<file path="src/rtl/rsup_pkg.sv">
// Shared state encoding for the reset sequencer and helpers that decode it.
// Assumes: states are only produced by rsup_fsm.
package rsup_pkg;

    typedef enum logic [3:0] {
        ST_IDLE    = 4'd0,
        ST_PWRFAIL = 4'd1,
        ST_STRETCH = 4'd2,
        ST_OSCWAIT = 4'd3,
        ST_PRESS   = 4'd4,
        ST_CHECK   = 4'd5,
        ST_HELD    = 4'd6,
        ST_RELEASE = 4'd7,
        ST_REQ     = 4'd8,
        ST_REARM   = 4'd9
    } sup_state_e;

    // True for states in which the block pulls the pin low.
    function automatic logic drives_pin(input sup_state_e st);
        return (st == ST_PWRFAIL) || (st == ST_STRETCH) || (st == ST_OSCWAIT) ||
               (st == ST_PRESS)   || (st == ST_RELEASE) || (st == ST_REQ);
    endfunction

    // True for states in which bus access must be refused.
    function automatic logic blocks_bus(input sup_state_e st);
        return (st != ST_IDLE) && (st != ST_REARM);
    endfunction

endpackage

</file>
<file path="src/rtl/rsup_pin_sync.sv">
// Brings the asynchronous pin level into the clock domain through SYNC_STAGES
// flops and keeps one extra delayed copy for edge detection.
// Assumes: the idle pin level is high, so every flop resets to 1.
module rsup_pin_sync #(
    parameter int SYNC_STAGES = 2
) (
    input  logic clk,
    input  logic rst_n,
    input  logic pin_i,
    output logic pin_s_o,
    output logic pin_prev_o
);

    logic [SYNC_STAGES-1:0] chain_q;
    logic                   prev_q;

    genvar g;
    generate
        for (g = 0; g < SYNC_STAGES; g++) begin : g_stage
            if (g == 0) begin : g_first
                // First stage samples the raw pin.
                always_ff @(posedge clk) begin
                    if (!rst_n) chain_q[0] <= 1'b1;
                    else        chain_q[0] <= pin_i;
                end
            end else begin : g_next
                // Later stages shift the level along the chain.
                always_ff @(posedge clk) begin
                    if (!rst_n) chain_q[g] <= 1'b1;
                    else        chain_q[g] <= chain_q[g-1];
                end
            end
        end
    endgenerate

    // Delayed copy of the synchronized level for edge detection.
    always_ff @(posedge clk) begin
        if (!rst_n) prev_q <= 1'b1;
        else        prev_q <= chain_q[SYNC_STAGES-1];
    end

    assign pin_s_o    = chain_q[SYNC_STAGES-1];
    assign pin_prev_o = prev_q;

endmodule

</file>
<file path="src/rtl/rsup_tick_timer.sv">
// Counts tick enables since the last clear and flags the tick that completes
// PULSE_TICKS of them. Saturates afterwards.
// Assumes: PULSE_TICKS >= 2.
module rsup_tick_timer #(
    parameter int PULSE_TICKS = 1024
) (
    input  logic clk,
    input  logic rst_n,
    input  logic clr_i,
    input  logic tick_i,
    output logic done_o
);

    localparam int TW = $clog2(PULSE_TICKS);
    localparam logic [TW-1:0] LAST = TW'(PULSE_TICKS - 1);

    logic [TW-1:0] cnt_q;

    // Tick counter, cleared on every state change.
    always_ff @(posedge clk) begin
        if (!rst_n)                       cnt_q <= '0;
        else if (clr_i)                   cnt_q <= '0;
        else if (tick_i && cnt_q != LAST) cnt_q <= cnt_q + 1'b1;
    end

    assign done_o = tick_i && (cnt_q == LAST);

endmodule

</file>
<file path="src/rtl/rsup_fsm.sv">
// Sequencing state machine: power-fail hold, post-power stretch, oscillator
// wait, the press and release pulses of the pushbutton, requested pulses
// and re-arming of edge detection.
// Assumes: pin inputs are already synchronized. Timer done is one cycle wide.
module rsup_fsm
    import rsup_pkg::*;
#(
    parameter int SYNC_STAGES = 2
) (
    input  logic       clk,
    input  logic       rst_n,
    input  logic       pwr_fail_i,
    input  logic       osc_off_i,
    input  logic       osc_ready_i,
    input  logic       req_i,
    input  logic       pin_s_i,
    input  logic       pin_prev_i,
    input  logic       tmr_done_i,
    output logic       tmr_clr_o,
    output sup_state_e state_o
);

    localparam int SW = $clog2(SYNC_STAGES + 1);
    localparam logic [SW-1:0] SETTLE = SW'(SYNC_STAGES);

    sup_state_e    state_q, state_d;
    logic [SW-1:0] settle_q;
    logic          settle_done;
    logic          pin_fell, pin_rose;

    assign pin_fell    = pin_prev_i && !pin_s_i;
    assign pin_rose    = !pin_prev_i && pin_s_i;
    assign settle_done = (settle_q == SETTLE);

    // Next-state selection. Power failure overrides every state.
    always_comb begin
        state_d = state_q;
        if (pwr_fail_i) begin
            state_d = ST_PWRFAIL;
        end else begin
            unique case (state_q)
                ST_IDLE:    if (req_i)            state_d = ST_REQ;
                            else if (pin_fell)    state_d = ST_PRESS;
                ST_PWRFAIL:                       state_d = ST_STRETCH;
                ST_STRETCH: if (tmr_done_i)       state_d = (osc_off_i && !osc_ready_i)
                                                            ? ST_OSCWAIT : ST_REARM;
                ST_OSCWAIT: if (osc_ready_i || !osc_off_i) state_d = ST_REARM;
                ST_PRESS:   if (tmr_done_i)       state_d = ST_CHECK;
                ST_CHECK:   if (settle_done)      state_d = pin_s_i ? ST_IDLE : ST_HELD;
                ST_HELD:    if (pin_rose)         state_d = ST_RELEASE;
                ST_RELEASE: if (tmr_done_i)       state_d = ST_REARM;
                ST_REQ:     if (tmr_done_i)       state_d = ST_REARM;
                ST_REARM:   if (pin_s_i)          state_d = ST_IDLE;
                default:                          state_d = ST_STRETCH;
            endcase
        end
    end

    // State register. Reset enters the post-power stretch.
    always_ff @(posedge clk) begin
        if (!rst_n) state_q <= ST_STRETCH;
        else        state_q <= state_d;
    end

    // Settle counter: cycles spent in the check state since entry.
    always_ff @(posedge clk) begin
        if (!rst_n)                                  settle_q <= '0;
        else if (state_d != state_q)                 settle_q <= '0;
        else if (state_q == ST_CHECK && !settle_done) settle_q <= settle_q + 1'b1;
    end

    assign tmr_clr_o = (state_d != state_q);
    assign state_o   = state_q;

endmodule

</file>
<file path="src/rtl/reset_supervisor.sv">
// Top of the reset sequencer: pin synchronizer, tick timer and state machine.
// Outputs are decoded from the registered state, so they are free of glitches.
// Assumes: tick_i is a one-cycle enable, and pin_i already reflects the pad level.
module reset_supervisor #(
    parameter int PULSE_TICKS = 1024,
    parameter int SYNC_STAGES = 2
) (
    input  logic clk,
    input  logic rst_n,
    input  logic pwr_fail_i,
    input  logic osc_off_i,
    input  logic osc_ready_i,
    input  logic pin_i,
    input  logic pulse_req_i,
    input  logic tick_i,
    output logic rst_drive_o,
    output logic access_block_o
);

    import rsup_pkg::*;

    logic       pin_s, pin_prev, tmr_clr, tmr_done;
    sup_state_e state;

    rsup_pin_sync #(.SYNC_STAGES(SYNC_STAGES)) u_sync (
        .clk        (clk),
        .rst_n      (rst_n),
        .pin_i      (pin_i),
        .pin_s_o    (pin_s),
        .pin_prev_o (pin_prev)
    );

    rsup_tick_timer #(.PULSE_TICKS(PULSE_TICKS)) u_timer (
        .clk    (clk),
        .rst_n  (rst_n),
        .clr_i  (tmr_clr),
        .tick_i (tick_i),
        .done_o (tmr_done)
    );

    rsup_fsm #(.SYNC_STAGES(SYNC_STAGES)) u_fsm (
        .clk         (clk),
        .rst_n       (rst_n),
        .pwr_fail_i  (pwr_fail_i),
        .osc_off_i   (osc_off_i),
        .osc_ready_i (osc_ready_i),
        .req_i       (pulse_req_i),
        .pin_s_i     (pin_s),
        .pin_prev_i  (pin_prev),
        .tmr_done_i  (tmr_done),
        .tmr_clr_o   (tmr_clr),
        .state_o     (state)
    );

    // Output decode from the registered state.
    always_comb begin
        rst_drive_o    = drives_pin(state);
        access_block_o = blocks_bus(state);
    end

endmodule

</file>
<file path="config.mk">
export PLATFORM = sky130hd
export DESIGN_NAME = reset_supervisor
export DESIGN_NICKNAME = d
export VERILOG_FILES = /design/src/rtl/rsup_pkg.sv /design/src/rtl/rsup_pin_sync.sv /design/src/rtl/rsup_tick_timer.sv /design/src/rtl/rsup_fsm.sv /design/src/rtl/reset_supervisor.sv
export SDC_FILE = /design/constraint.sdc
export NUM_CORES = 1
export LEC_CHECK = 0
export BUFFER_PORTS_ARGS = -buffer_cell sky130_fd_sc_hd__buf_4
export CORE_ASPECT_RATIO = 1.75
export CORE_MARGIN = 5
export CORE_UTILIZATION = 41
export DETAILED_ROUTE_END_ITERATION = 16
export GPL_TIMING_DRIVEN = 0
export HOLD_SLACK_MARGIN = 0.05
export PLACE_DENSITY = 0.69
export SYNTH_ARGS = -nofsm -noshare
export SYNTH_HDL_FRONTEND = slang
export SYNTH_HIERARCHICAL = 1
export SYNTH_SLANG_ARGS = --single-unit
</file>
<file path="constraint.sdc">
create_clock -name clk -period 6.9 [get_ports clk]
set_input_delay 1.38 -clock clk [delete_from_list [all_inputs] [get_ports clk]]
set_output_delay 1.38 -clock clk [all_outputs]
set_load 0.05 [all_outputs]
</file>
# Word level (Yosys, flattened, before mapping)

Index checks and enable logic that the tools add are counted.

Add/subtract/negate cells: 2
Bitwise gates (word level): 1
Eq/ne operators: 14
Muxes and demuxes: 13
Reduce and logical (&&, ||, !) cells: 22

Operator list:

| kind                    | count |
|---|---|
| $mux W4                 | 11 |
| $pmux W4 S8             | 1 |
| $eq A4 B3 Y1 const B    | 4 |
| $add A10 B1 Y10 const B | 1 |
| $eq A10 B10 Y1 const B  | 1 |
| $ne A10 B10 Y1 const B  | 1 |
| $eq A4 B2 Y1 const B    | 2 |
| $eq A4 B4 Y1 const B    | 2 |
| $logic_and A1 B1 Y1     | 7 |
| $logic_or A1 B1 Y1      | 6 |
| $logic_not A1 Y1        | 5 |
| $eq A4 B1 Y1 const B    | 1 |
| $logic_not A4 Y1        | 1 |
| $ne A4 B4 Y1            | 1 |
| $ne A4 B4 Y1 const B    | 1 |
| $reduce_bool A4 Y1      | 1 |
| $reduce_or A2 Y1        | 2 |
| $mux W3                 | 1 |
| $add A2 B1 Y2 const B   | 1 |
| $eq A2 B2 Y1 const B    | 1 |
| $not A1 Y1              | 1 |

Register bits: 19
Word-level logic and storage cells: 58

# Logic depth before layout (Yosys ltp)

Depth in word-level cells: 8
Depth in mapped cells: 14
Mapped depth without buffers: 12

# Cells and area by module

The synthesis kept the hierarchy.

By module, submodules not included:

| module           | sequential area each (um2) | area each (um2) | cells an instance | instances |
|---|---|---|---|---|
| rsup_fsm         | 120.1                      | 601.8           | 79                | 1 |
| rsup_tick_timer  | 200.2                      | 581.8           | 69                | 1 |
| rsup_pin_sync    | 60.1                       | 78.8            | 6                 | 1 |
| reset_supervisor | 0.0                        | 71.3            | 10                | 1 |

# Worst setup path after synthesis

Ideal clock, no wire load.

Path kind: input port to flip-flop
From: input port tick_i
To: register u_timer.cnt_q[5]
Setup slack: 3.450 ns
Library setup time: 0.074 ns
Required time: 6.826 ns
Stages on the path: 11
Arrival: 3.376 ns
Cells stage by stage: and4_2 and3_2 a311o_1 o21ai_0 o31a_1 nand4_1 or2_1 nor2b_1 clkbuf_1 nand2_1 o21ai_0

Word-level cells in the longest chain between the ends: 6
Elaborated cells on any way between the ends: 9
Those cells by class: 1 x eq/ne; 5 x mux; 3 x reduce/logical

Ends and longest elaborated chain:

| what                              | RTL line               | text |
|---|---|---|
| from (decl)                       | reset_supervisor.sv:15 | `input logic tick_i,` |
| $logic_and A1 B1 Y1 (*)           | rsup_tick_timer.sv:26  | `assign done_o = tick_i && (cnt_q == LAST);` |
| $mux W4, on equally long branches | --                     |  |
| $pmux W4 S8 (*)                   | rsup_fsm.sv:41         | `unique case (state_q)` |
| $mux W4 (*)                       | rsup_fsm.sv:38         | `if (pwr_fail_i) begin` |
| $ne A4 B4 Y1 (*)                  | rsup_fsm.sv:72         | `assign tmr_clr_o = (state_d != state_q);` |
| via tmr_clr                       | reset_supervisor.sv:22 | `logic pin_s, pin_prev, tmr_clr, tmr_done;` |
| $reduce_or A2 Y1 (no line) (*)    | --                     |  |
| to (signal assigned)              | rsup_tick_timer.sv:23  | `else if (tick_i && cnt_q != LAST) cnt_q <= cnt_q + 1'b1;` |
| to (decl)                         | rsup_tick_timer.sv:17  | `logic [TW-1:0] cnt_q;` |

The timed path passes the listed nets; every way through them passes the cells marked *.
A chain may end at the register's enable or synchronous reset.

# Worst setup path after layout

From: input port tick_i
To: register u_timer.cnt_q[5]

Word-level cells in the longest chain between the ends: 6
Elaborated cells on any way between the ends: 9
Those cells by class: 1 x eq/ne; 5 x mux; 3 x reduce/logical

Ends and longest elaborated chain:

| what                              | RTL line |
|---|---|
| $logic_and A1 B1 Y1 (*)           | rsup_tick_timer.sv:26 |
| via tmr_done                      | reset_supervisor.sv:22 |
| $mux W4, on equally long branches | -- |
| $pmux W4 S8 (*)                   | rsup_fsm.sv:41 |
| $mux W4 (*)                       | rsup_fsm.sv:38 |
| $ne A4 B4 Y1 (*)                  | rsup_fsm.sv:72 |
| via tmr_clr                       | reset_supervisor.sv:22 |
| $reduce_or A2 Y1 (no line) (*)    | -- |

Marks and branches as above.

==> flow_metrics.py <==
metrics = {
    "detailed_routing": {
        "via_per_inst": 5.80,
        "first_pass_iters": 4,
        "drt-initial-drc-count": 49,
        "drc": 0,
        "postRouteAntennaNets": 0,
        "vias": 1277,
        "drt_wl_total_mm": 3.06,
        "wl_per_cell_um": 13.9,
    },
    "cells_and_area": {
        "nets": 189,
        "drive_gt1_frac": 0.175,
        "syn_to_final_growth_pct": 12.6,
        "num-fill-cells": 309,
        "diodes": 0,
    },
    "synth": {
        "synth_cell_types": 61,
        "synth_edf_count": 0,
        "synth_ff_type": "dfxtp_1",
        "ys_async_sr_fraction": 0,
        "synth_area_per_cell_um2": 8.13,
        "synth.largest_area_cell": "dfxtp_1",
        "ys_ff_latch": 19,
        "synthMostInstantiatedCell": "nand2_1",
        "yosysTopAreaCellShare": 0.285,
        "netlist_area_um2": 1330,
        "synthCells": 164,
        "ys_warn_count": 6,
        "ys_top_cells_by_area": "dfxtp_1, nand2_1, mux2i_1",
        "syn_nets": 175,
        "synth_common_cells": "nand2_1, dfxtp_1, inv_1, nand2b_1",
        "synth_seq_area_share": 0.285,
    },
    "timing": {
        "min_period_ns": 3.78,
        "max_freq_mhz": 265,
        "worst_pin_slew_ns": 0.426,
        "clock_skew_ns": 0.00657,
        "maxSlewHeadroom": 0.715,
        "period_share": 0.547,
        "rsz0062_at_grt": "no",
        "timing_hold_violations_final": 0,
        "drv_slew": 0,
        "finalSetupViolations": 0,
        "setup_tns_ns": 0,
    },
    "setup_path": {
        "cp.arrival_ns": 3.96,
        "max_stage_delay_ns": 0.40,
        "crit_buf_inv": 2,
        "reg2regPathDepth": 14,
        "worstPathCellList": "buf_4 -> and4_2 -> and3_2 -> a311o_1 -> o21ai_0 -> o31a_1 -> nand4_1 -> or2_1 -> nor2b_1 -> clkbuf_1 -> nand2_1 -> o21ai_0",
        "cpMaxStageDelayCell": "clkbuf_1",
        "cpLargestDelayFamily": "simple AND/OR/NAND/NOR gates",
        "cpMostUsedCell": "o21ai_0",
        "crit_fanout": 10,
        "required_ns": 7.08,
        "crit_type": "in -> reg",
        "endpoint_kind": "flip-flop",
        "crit_cells": 12,
        "cp-start-kind": "input port",
        "r2r_setup_slack_ns": 3.48,
    },
    "clock_tree": {
        "cts_made_buffers": 3,
        "h-tree-depth": 1,
        "cts_hold_buf": 0,
        "cts_resized": 0,
        "clk_pin_slew_ns": 0.07,
        "clkSinkCount": 19,
        "cts-root-buf": "clkbuf_8",
        "postCtsSetupBuffers": 0,
        "clockBufferDepth": 2,
        "cts_tree": "done",
        "clock_latency_ns": 0.26,
    },
    "job": {
        "cap_viol_max_count": 0,
    },
    "grt": {
        "grt_pass1_wl_mm": 5.35,
        "antenna_found_initial": 0,
        "grt_use_total": 0.153,
        "grt_max_degree": 12,
        "grt_pass1_vias": 1279,
        "grt_overflow_total": 0,
    },
    "floorplan": {
        "dieArea_um2": 4540,
        "die_h_um": 85.5,
        "die_w_um": 53.1,
        "core_um2": 3140,
        "start_util": 0.425,
        "rows": 27,
        "io_pins": 10,
    },
    "power": {
        "pwr_density_cell_nw_per_um2": 157,
        "irDropWorstVdd_mv": 0.119,
        "p_leak_nw": 0.545,
        "total_power_mw": 0.236,
    },
    "hold_path": {
        "hp-class": "reg -> reg",
        "min_delay_path_depth": 1,
    },
    "placement": {
        "port-buffer-count": 9,
        "dp_hpwl_mm": 2.39,
        "gp_congestion": 0.809,
    },
    "outcome": {
        "status": "finished, final reports clean",
    },
}
## cell type report
class / count / area, um^2 / share of cell area
Inverter: 11 / 41.3 / 0.0275
Clock buffer: 3 / 41.3 / 0.0275
Buffer: 8 / 58.8 / 0.0392
Multi-Input combinational cell: 126 / 853 / 0.568
Tap cell: 43 / 53.8 / 0.0358
Clock inverter: 1 / 5.00 / 0.00333
Timing Repair Buffer: 9 / 67.6 / 0.0450
Sequential cell: 19 / 380 / 0.253
## placed cells by master, fill, tap and decap left out, types with 4 or more instances in the layout
cell type  netlist  layout
nor2_1           7       7
nor3_1           4       4
o21ai_0          5       5
inv_1            9       9
nand2_1         22      22
buf_4            1      10
a21oi_1          5       5
a31oi_1          5       5
dfxtp_1         19      19
mux2i_1          7       7
nand2b_1         9       9
## path summary, 6_finish.rpt
check | start | end
max | tick_i | u_timer/cnt_q[5]
min reg2reg | u_sync/chain_q[0] | u_sync/pin_s_o
min | u_sync/chain_q[0] | u_sync/pin_s_o
max reg2reg | u_timer/cnt_q[0] | u_timer/cnt_q[5]
## layer usage
layer | global-route usage | wire length, um
met1 | 0.163 | 1160
met2 | 0.271 | 1700
met3 | 0.0211 | 120
met4 | 0.0860 | 85
met5 | 0 | 0
## worst register-to-register path, stage by stage (launching register included)
cell and delay, ns:
dfxtp_1 0.33, ha_1 0.23, and2_4 0.16, buf_6 0.13, and4_2 0.26, and3_2 0.22
a311o_1 0.28, o21ai_0 0.17, o31a_1 0.15, nand4_1 0.15, or2_1 0.26, nor2b_1 0.34
clkbuf_1 0.40, nand2_1 0.10, o21ai_0 0.16
## flip-flops by register name (all words and copies together) (netlist names)
signal	cells
u_fsm/settle_q	2
u_fsm/state_o	4
u_sync/chain_q	1
u_sync/pin_prev_o	1
u_sync/pin_s_o	1
u_timer/cnt_q	10
## through the flow
stage	cells	hold WS, ns	area [um^2]	worst slack (ns)	utilization
5_1_grt	220	0.450	1500	2.88	0.478
3_5_place_dp	216	0.399	1460	2.85	0.463
2_1_floorplan	164	0.386	1330	3.45	-
4_1_cts	220	0.421	1500	3.10	0.478
6_report	220	0.415	1500	3.12	0.478
3_3_place_gp	216	0.389	1460	2.95	0.463
## report_power, final
group | switching [mW] | total (mW) | internal [mW]
Sequential | 0.00285 | 0.115 | 0.112
Clock | 0.0371 | 0.0773 | 0.0402
Combinational | 0.0254 | 0.0437 | 0.0183
Total | 0.0654 | 0.236 | 0.170
## kinds of logic (layout without fill, tap and decap cells)
group | count (synthesis) | count (layout) | synth area share
XOR/XNOR | 2 | 2 | 0.0131
multiplexers | 7 | 7 | 0.0525
buffers and inverters | 19 | 32 | 0.0750
AND/OR/NAND/NOR | 74 | 74 | 0.314
AO/OA/AOI/OAI | 39 | 39 | 0.224
flip-flops | 19 | 19 | 0.285
adder cells (fa/ha/maj) | 4 | 4 | 0.0357
Note: power is estimated with default switching activity, not from simulation.
